File: src/rtl/async_tx_pkg.sv
package async_tx_pkg;

  typedef enum logic [1:0] {
    PAR_OFF   = 2'b00,
    PAR_EVEN  = 2'b01,
    PAR_ODD   = 2'b10,
    PAR_OFF_B = 2'b11
  } par_e;

  typedef enum logic [1:0] {
    DIV_ONE  = 2'b00,
    DIV_MID  = 2'b01,
    DIV_HI   = 2'b10,
    DIV_HI_B = 2'b11
  } div_e;

  typedef struct packed {
    logic word8;
    par_e par;
    logic two_stop;
  } fmt_t;

endpackage

File: src/rtl/async_tx_baud.sv
module async_tx_baud
  import async_tx_pkg::*;
#(
  parameter int MID_N = 16,
  parameter int HI_N  = 64
) (
  input  logic clk,
  input  logic rst_n,
  input  div_e div,
  output logic tick
);
  localparam int CW = $clog2(HI_N);

  logic [CW-1:0] cnt_q, cnt_d, lim;

  always_comb begin
    unique case (div)
      DIV_ONE: lim = '0;
      DIV_MID: lim = CW'(MID_N - 1);
      default: lim = CW'(HI_N - 1);
    endcase
  end

  assign tick = (cnt_q >= lim);

  always_comb begin
    if (tick) cnt_d = '0;
    else      cnt_d = cnt_q + 1'b1;
  end

  always_ff @(posedge clk or negedge rst_n) begin
    if (!rst_n) cnt_q <= '0;
    else        cnt_q <= cnt_d;
  end
endmodule

File: src/rtl/async_tx_hold.sv
module async_tx_hold #(
  parameter int DATA_W = 8
) (
  input  logic              clk,
  input  logic              rst_n,
  input  logic              wr_en,
  input  logic [DATA_W-1:0] wr_data,
  input  logic              take,
  output logic [DATA_W-1:0] hold_data,
  output logic              hold_full
);
  logic [DATA_W-1:0] data_q, data_d;
  logic              full_q, full_d;

  always_comb begin
    data_d = data_q;
    full_d = full_q;
    if (take)  full_d = 1'b0;
    if (wr_en) begin
      data_d = wr_data;
      full_d = 1'b1;
    end
  end

  always_ff @(posedge clk or negedge rst_n) begin
    if (!rst_n) begin
      data_q <= '0;
      full_q <= 1'b0;
    end else begin
      full_q <= full_d;
      if (wr_en) data_q <= data_d;
    end
  end

  assign hold_data = data_q;
  assign hold_full = full_q;
endmodule

File: src/rtl/async_tx_framer.sv
module async_tx_framer
  import async_tx_pkg::*;
#(
  parameter int DATA_W  = 8,
  localparam int FRAME_W = DATA_W + 4,
  localparam int LW      = $clog2(FRAME_W + 1)
) (
  input  logic [DATA_W-1:0]  data,
  input  fmt_t               fmt,
  output logic [FRAME_W-1:0] frame,
  output logic [LW-1:0]      len
);
  logic [DATA_W-1:0] dmask, dsel;
  logic              par_en, ones, pbit;

  always_comb begin
    dmask  = fmt.word8 ? '1 : {1'b0, {(DATA_W-1){1'b1}}};
    dsel   = data & dmask;
    ones   = ^dsel;
    par_en = (fmt.par == PAR_EVEN) || (fmt.par == PAR_ODD);
    pbit   = (fmt.par == PAR_ODD) ? ~ones : ones;

    frame           = '1;
    frame[0]        = 1'b0;
    frame[DATA_W:1] = dsel | ~dmask;
    if (par_en) begin
      if (fmt.word8) frame[DATA_W+1] = pbit;
      else           frame[DATA_W]   = pbit;
    end

    len = LW'(DATA_W + 2) - LW'(!fmt.word8) + LW'(par_en) + LW'(fmt.two_stop);
  end
endmodule

File: src/rtl/async_tx_shifter.sv
module async_tx_shifter #(
  parameter int FRAME_W = 12,
  localparam int LW = $clog2(FRAME_W + 1)
) (
  input  logic               clk,
  input  logic               rst_n,
  input  logic               tick,
  input  logic               brk,
  input  logic               hold_full,
  input  logic [FRAME_W-1:0] frame,
  input  logic [LW-1:0]      len,
  output logic               take,
  output logic               line,
  output logic               busy,
  output logic               brk_state
);
  logic [FRAME_W-1:0] sh_q, sh_d;
  logic [LW-1:0]      rem_q, rem_d;
  logic               brk_q, brk_d;

  always_comb begin
    sh_d  = sh_q;
    rem_d = rem_q;
    brk_d = brk_q;
    take  = 1'b0;
    if (tick) begin
      if (brk) begin
        brk_d = 1'b1;
        rem_d = '0;
        sh_d  = '1;
      end else if (brk_q) begin
        brk_d = 1'b0;
        sh_d  = '1;
        rem_d = LW'(1);
      end else if (rem_q > LW'(1)) begin
        sh_d  = {1'b1, sh_q[FRAME_W-1:1]};
        rem_d = rem_q - 1'b1;
      end else if (hold_full) begin
        take  = 1'b1;
        sh_d  = frame;
        rem_d = len;
      end else begin
        sh_d  = '1;
        rem_d = '0;
      end
    end
  end

  always_ff @(posedge clk or negedge rst_n) begin
    if (!rst_n) begin
      sh_q  <= '1;
      rem_q <= '0;
      brk_q <= 1'b0;
    end else if (tick) begin
      sh_q  <= sh_d;
      rem_q <= rem_d;
      brk_q <= brk_d;
    end
  end

  assign busy      = (rem_q != '0);
  assign brk_state = brk_q;
  assign line      = brk_q ? 1'b0 : (busy ? sh_q[0] : 1'b1);
endmodule

File: src/rtl/async_tx.sv
module async_tx
  import async_tx_pkg::*;
#(
  parameter int DATA_W = 8,
  parameter int MID_N  = 16,
  parameter int HI_N   = 64,
  localparam int FRAME_W = DATA_W + 4,
  localparam int LW      = $clog2(FRAME_W + 1)
) (
  input  logic              clk,
  input  logic              rst_n,
  input  logic              wr_en,
  input  logic [DATA_W-1:0] wr_data,
  input  logic              word8,
  input  logic [1:0]        par_sel,
  input  logic              two_stop,
  input  logic [1:0]        div_sel,
  input  logic              brk,
  input  logic              cts_n,
  output logic              txd,
  output logic              hre
);
  logic [1:0]         rst_pipe;
  logic               rst_sync_n;
  logic               tick, take, hold_full, line, busy, brk_state;
  logic [DATA_W-1:0]  hold_data;
  logic [FRAME_W-1:0] frame;
  logic [LW-1:0]      len;
  fmt_t               fmt;
  logic               txd_q;

  always_ff @(posedge clk or negedge rst_n) begin
    if (!rst_n) rst_pipe <= 2'b00;
    else        rst_pipe <= {rst_pipe[0], 1'b1};
  end
  assign rst_sync_n = rst_pipe[1];

  assign fmt = '{word8: word8, par: par_e'(par_sel), two_stop: two_stop};

  async_tx_baud #(.MID_N(MID_N), .HI_N(HI_N)) i_baud (
    .clk  (clk),
    .rst_n(rst_sync_n),
    .div  (div_e'(div_sel)),
    .tick (tick)
  );

  async_tx_hold #(.DATA_W(DATA_W)) i_hold (
    .clk      (clk),
    .rst_n    (rst_sync_n),
    .wr_en    (wr_en),
    .wr_data  (wr_data),
    .take     (take),
    .hold_data(hold_data),
    .hold_full(hold_full)
  );

  async_tx_framer #(.DATA_W(DATA_W)) i_framer (
    .data (hold_data),
    .fmt  (fmt),
    .frame(frame),
    .len  (len)
  );

  async_tx_shifter #(.FRAME_W(FRAME_W)) i_shift (
    .clk      (clk),
    .rst_n    (rst_sync_n),
    .tick     (tick),
    .brk      (brk),
    .hold_full(hold_full),
    .frame    (frame),
    .len      (len),
    .take     (take),
    .line     (line),
    .busy     (busy),
    .brk_state(brk_state)
  );

  always_ff @(negedge clk or negedge rst_sync_n) begin
    if (!rst_sync_n) txd_q <= 1'b1;
    else             txd_q <= line;
  end

  assign txd = txd_q;
  assign hre = ~hold_full & ~cts_n;
endmodule

File: config.mk
export PLATFORM = sky130hd
export DESIGN_NAME = async_tx
export DESIGN_NICKNAME = d
export VERILOG_FILES = /design/src/rtl/async_tx_pkg.sv /design/src/rtl/async_tx_baud.sv /design/src/rtl/async_tx_hold.sv /design/src/rtl/async_tx_framer.sv /design/src/rtl/async_tx_shifter.sv /design/src/rtl/async_tx.sv
export SDC_FILE = /design/constraint.sdc
export NUM_CORES = 1
export LEC_CHECK = 0
export ABC_AREA = 1
export BUFFER_PORTS_ARGS = -buffer_cell sky130_fd_sc_hd__buf_2
export CORE_ASPECT_RATIO = 2
export CORE_MARGIN = 3
export CORE_UTILIZATION = 42
export DETAILED_ROUTE_END_ITERATION = 8
export GPL_TIMING_DRIVEN = 0
export HOLD_SLACK_MARGIN = 0.1
export PLACE_DENSITY = 0.69
export SYNTH_ARGS = -nofsm -noshare
export SYNTH_HDL_FRONTEND = slang
export SYNTH_SLANG_ARGS = --single-unit
File: constraint.sdc
create_clock -name clk -period 1.27 [get_ports clk]
set_input_delay 0.254 -clock clk [delete_from_list [all_inputs] [get_ports clk]]
set_output_delay 0.254 -clock clk [all_outputs]
set_load 0.005 [all_outputs]
==> results of run 1 <==
## area by class of cell
| cell class | instances | area (sq um) |
|---|---|---|
| plain buffers | 3 | 33.8 |
| multi-input cells | 148 | 1070 |
| flip-flops and latches | 33 | 843 |
| inverters | 28 | 115 |
| clock buffers | 6 | 82.6 |
| fillers | 364 | 1620 |
| repair buffers | 36 | 258 |
| clock inverters | 3 | 41.3 |
| well taps | 52 | 65.1 |
## through the flow
stage / area, sq um / power (uW) / util [%]
2_1_floorplan: 1880 / 3170 / -
3_3_place_gp: 2040 / 3550 / 49.4
3_5_place_dp: 2040 / 3590 / 49.4
4_1_cts: 2460 / 5680 / 59.5
5_1_grt: 2510 / 6360 / 60.7
6_report: 2510 / 5950 / 60.7
## worst register-to-register path: cells and delay by family (launching register included)
family,cells,cell delay (ps)
DFF,1,390
AOI/OAI and AO/OA,2,170
buffers and inverters,4,430
and+or+nand+nor,4,330
adders and majority gates,1,300
## final timing paths
check,from,end,slack [ps],depth (start not counted)
setup / recovery,txd,txd,-560,1
hold / removal,wr_data[1],i_hold.hold_data[1],160,3
setup reg to reg,i_baud.cnt_q[4],i_shift.rem_q[1],-470,11
hold reg to reg,rst_pipe[1],i_baud.cnt_q[0],270,0
max in group asynchronous,rst_pipe[1],txd,80,0
min in group asynchronous,rst_pipe[1],i_baud.cnt_q[0],270,0
## registers in the layout, indices dropped and copies added, names as in the netlist
register / flops
rst_pipe: 2
i_shift.brk_state: 1
i_hold.hold_data: 8
i_shift.rem_q: 4
i_hold.hold_full: 1
i_baud.cnt_q: 6
txd: 1
i_shift.sh_q: 10
## layer usage
metal | part of all wire [%] | global-route usage (%) | vias to the layer above | routed length, um
met3 | 2.6 | 4.20 | 14 | 110
met2 | 58 | 34.1 | 26 | 2410
met1 | 35 | 19.3 | 729 | 1450
met5 | 0 | 0 | - | 0
met4 | 4.5 | 12.0 | 0 | 187
li1 | - | - | 776 | -
## layout by cell type, fill, tap and decap left out, types with 2 or more instances in the layout
master    count
buf_4         9
o21ai_1       4
o211ai_1      2
o21ai_0       8
o21ai_2      10
o22ai_1       5
nand2_1      37
xor2_1        4
dfrtp_1      21
o22ai_2       2
buf_6         4
inv_2         3
a21oi_2       4
ha_1          5
nor2_2        6
ha_4          5
nor2_4        9
mux2_2        3
inv_1        24
xnor2_1       2
dfstp_2      11
clkbuf_8      6
nor2_1        8
nand2_2      11
nand3_1      10
buf_8         2
buf_2        20
## kinds of logic after synthesis
logic type / after synthesis
compound gates: 40
xor+xnor: 6
fa+ha+maj: 11
buf+inv: 33
flops: 33
mux: 3
other cells: 1
simple gates: 87
## synthesized netlist by cell type
| library cell | number |
|---|---|
| clkbuf_1 | 1 |
| conb_1 | 1 |
| o211ai_1 | 2 |
| o22ai_1 | 7 |
| a31oi_1 | 1 |
| nor2_4 | 1 |
| nor3b_1 | 1 |
| o21ai_0 | 16 |
| a211oi_2 | 1 |
| nor2_2 | 1 |
| nand2_1 | 49 |
| nand3b_1 | 1 |
| dfstp_2 | 11 |
| xnor2_1 | 2 |
| nor2_1 | 21 |
| a21oi_1 | 4 |
| o21bai_1 | 1 |
| mux2_2 | 3 |
| a21oi_2 | 1 |
| nor3_1 | 1 |
| ha_1 | 11 |
| o21ai_1 | 2 |
| nand3_1 | 11 |
| buf_8 | 1 |
| inv_1 | 28 |
| inv_6 | 1 |
| xor2_1 | 4 |
| or2_2 | 1 |
| buf_6 | 1 |
| o21ai_2 | 5 |
| dfrtp_1 | 22 |
| buf_2 | 1 |
## power breakdown
group	internal, uW	total (uW)	switching (uW)
combinational	1460	3040	1580
sequential	1540	1850	320
clock	642	1060	415
total	3630	5950	2320
## repair_timing
action	in CTS	in global routing
setup buffers	11	2
hold buffers	1	0
gates resized for setup	53	14
setup endpoints to repair	25	24
pin swaps	6	5
endpoints found under the hold margin	2	0
cloned	2	0
==> metrics.cfg, run 1 <==
[clocking]
cts_sinks = 33
clk_latency_ps = 340
cts_buffers = 5
h-tree-depth = 2
clk_pin_slew_worst_paths_ps = 70
root_buffer = clkbuf_8
max-clock-path-buffers = 2
cts_tree = yes

[placed_design]
io_buffers = 20
post-dp-hpwl_um = 2710
place_ws_ps = -500
dp_cells = 286
globalplace.congestion = 0.809

[logic_synthesis]
synth-seq-cells = 33
yosysTopAreaCell = dfrtp_1
yosys.area_share.adder_pct = 7.54
yosysWarnings = 0
synth-simple-area-share_pct = 19.8
synth.distinct_cells = 32
synth_compound_area_share_pct = 13.6
syn_area_sq_mm = 0.00183
synthXorXnorAreaFrac_pct = 2.88
yosysSeqAreaShare_pct = 46.0
synth_cells = 214
synthMuxAreaShare_pct = 1.85
synth.avg_cell_area_sq_um = 8.53
synth.area.top_cells = dfrtp_1 (30%), dfstp_2 (16%), nand2_1 (10%), ha_1 (7.5%), inv_1 (5.8%)
synth_top_family_by_area = simple AND/OR/NAND/NOR gates
synth_nets = 244
yosysTopAreaCellShare_pct = 30.2

[global_route]
grt_pass1_vias = 1642
grt.total_usage_pct = 19.3
antenna_found_initial = 0
grt_pass1_wl_um = 7270
grt_max_degree = 32
overflow = 0

[die]
start_util_pct = 44.2
ioPinCount = 21
die_h_um = 99.2
die_w_um = 52.6
die_area_sq_mm = 0.00522
rows = 33
core_area_sq_mm = 0.00413

[critical_path]
crit_type = flop to primary output
critPathTopFamily = flip-flops
cp_num_buf_inv = 1
slowest_delay_ps = 500
worstPathCellList = buf_2
cp.arrival_ps = 1570
crit_path_end_kind = primary output
cp_max_fo = 1
critPathLaunchType = flop
critPathRequiredTime_ps = 1020
critical-path-slowest-cell = dfstp_2

[timing]
hold_violations = 0
setup_violations = 24
rsz0062_at_grt = yes
fin_tns_setup_ps = -9590
whs_ps = 165
setup_ws_ps = -559
skew_ps = 58.4
maxSlewViolCount = 0

[cells_and_area]
instances_no_fill = 309
syn_to_final_growth_pct = 37.4
nets = 286
num_antenna_cells = 0
drive_above_1_share_pct = 45.9

[job]
maxCapViolations = 0

[route]
wl_per_cell_um = 13.5
drtIter0Drc = 19
dr.pass1.iters = 3
ant_nets = 0
dr_total_vias = 1545
vias_per_cell = 5.00
drcViolationCount = 0
wl_um = 4160

[status]
violations = setup timing
outcome = complete, but fails checks

[power_and_ir_drop]
vdd_drop_max_mv = 1.35
p_per_area_mw_per_mm2 = 2370
p_leak_uw = 0.00117

[hold_path]
hp-class = primary input to flop

No activity file was read; power rests on OpenSTA's default activity.
==> run 2: changes to the inputs <==
--- a/config.mk
+++ b/config.mk
@@ -14,6 +14,7 @@
 export GPL_TIMING_DRIVEN = 0
 export HOLD_SLACK_MARGIN = 0.1
 export PLACE_DENSITY = 0.69
+export RECOVER_POWER = 100
 export SYNTH_ARGS = -nofsm -noshare
 export SYNTH_HDL_FRONTEND = slang
 export SYNTH_SLANG_ARGS = --single-unit
==> run 2 against run 1 <==
Effect of this change: the run still ends with setup timing left; non-clock buffer count unchanged; register-to-register slack barely moved; wire length about the same; sequential power about the same; largest cell class unchanged; largest power group unchanged; highest routed layer unchanged.
==> metrics.cfg, run 2 (same netlist as run 1, synthesis figures left out) <==
[critical_path]
critPathRequiredTime_ps = 1020
critPathLaunchType = flop
critical-path-slowest-cell = dfstp_2
crit_type = flop to primary output
cp-startpoint = txd
crit_path_end_kind = primary output
critPathTopFamily = flip-flops
cp_max_fo = 1
slowest_delay_ps = 500
cp_num_buf_inv = 1
cp.arrival_ps = 1580
rr_startpoint = i_baud.cnt_q[4]
worstPathCellList = buf_2

[die]
ioPinCount = 21
start_util_pct = 44.2
rows = 33
core_area_sq_mm = 0.00413
die_w_um = 52.6
die_area_sq_mm = 0.00522
die_h_um = 99.2

[cells_and_area]
largest_register = i_shift.sh_q
drive_above_1_share_pct = 44.7
instances_no_fill = 309
num_antenna_cells = 0
final_cell_mix = nand2_1 (37), inv_1 (24), dfrtp_1 (21)
regArea_sq_um = 841
fillCellCount = 366
mostFrequentLayoutCell = nand2_1
largest_register_ffs = 10
nets = 286
multiInputGateArea_sq_mm = 0.00107
syn_to_final_growth_pct = 37.0

[global_route]
grt_pass1_wl_um = 7270
overflow = 0
antenna_found_initial = 0
grt_max_degree = 32
grt_pass1_vias = 1642
grt.total_usage_pct = 19.3

[timing]
setup_violations = 25
rsz0062_at_grt = yes
worstMarginPinSlew_ps = 674
fin_tns_setup_ps = -9660
hold_violations = 0
slew_headroom_pct = 55.1
whs_ps = 161
maxSlewViolCount = 0
setup_ws_ps = -561
skew_ps = 58.4

[route]
wl_per_cell_um = 13.5
dr.pass1.iters = 4
drtIter0Drc = 20
wl_um = 4160
drcViolationCount = 0
dr_total_vias = 1545
vias_per_cell = 5.00
ant_nets = 0

[power_and_ir_drop]
vdd_drop_max_mv = 1.36
p_leak_uw = 0.00116
p_per_area_mw_per_mm2 = 2380

[hold_path]
hp-class = primary input to flop
min_from = wr_data[1]

[clocking]
max-clock-path-buffers = 2
cts_sinks = 33
h-tree-depth = 2
cts_tree = yes
clk_pin_slew_worst_paths_ps = 70
clk_latency_ps = 350
root_buffer = clkbuf_8
cts_buffers = 5

[job]
maxCapViolations = 0

[status]
outcome = complete, but fails checks
violations = setup timing

[placed_design]
io_buffers = 20
post-dp-hpwl_um = 2710
globalplace.congestion = 0.809
dp_cells = 286
place_ws_ps = -500

[run 2: changes by cell type in the layout (fill, tap and decap cells not counted)]
| cell | delta |
|---|---|
| clkbuf_1 | +3 |
| buf_2 | -3 |
| dfrtp_2 | +1 |
| dfrtp_4 | -1 |
[run 2: stage by stage]
step | power [uW] | instance area (sq um) | utilization [%]
after CTS | 5680 | 2460 | 59.5
final | 5950 | 2500 | 60.6
after detailed placement | 3590 | 2040 | 49.4
after global routing | 6360 | 2500 | 60.6
after global placement | 3550 | 2040 | 49.4
after floorplan | 3170 | 1880 | -
[run 2: what timing repair did]
| action | CTS | global route |
|---|---|---|
| hold buffers | 1 | 0 |
| setup endpoints to repair | 25 | 24 |
| pin swaps | 6 | 5 |
| endpoints found under the hold margin | 2 | 0 |
| setup buffers | 11 | 2 |
| gates resized for setup | 53 | 14 |
| cloned | 2 | 0 |
[run 2: power breakdown]
group | switching (uW) | internal [uW] | leakage [uW]
combinational | 1580 | 1460 | 0.000717
sequential | 320 | 1530 | 0.000382
clock | 418 | 642 | 0.0000627
[run 2: cell type report]
class                   count  share of cell area, %
repair buffers             36                   10.2
flip-flops and latches     33                   33.6
well taps                  52                   2.60
plain buffers               3                   1.35
clock buffers               6                   3.30
inverters                  28                   4.60
multi-input cells         148                   42.7
clock inverters             3                   1.65
[run 2: routing by layer]
layer,share of wire [%],track usage (%),wire length [um],vias up
li1,-,-,-,773
met1,34,19.3,1430,732
met2,58,34.1,2430,27
met3,2.7,4.20,113,13
met4,4.5,12.0,187,0
met5,0,0,0,-
[run 2: worst paths after layout]
path | cells past startpoint | end | slack (ps)
max | 1 | txd | -560
min | 3 | i_hold.hold_data[1] | 160
max reg2reg | 11 | i_shift.rem_q[1] | -470
min reg2reg | 0 | i_baud.cnt_q[0] | 310
max in group asynchronous | 0 | txd | -40
min in group asynchronous | 2 | rst_pipe[0] | 270
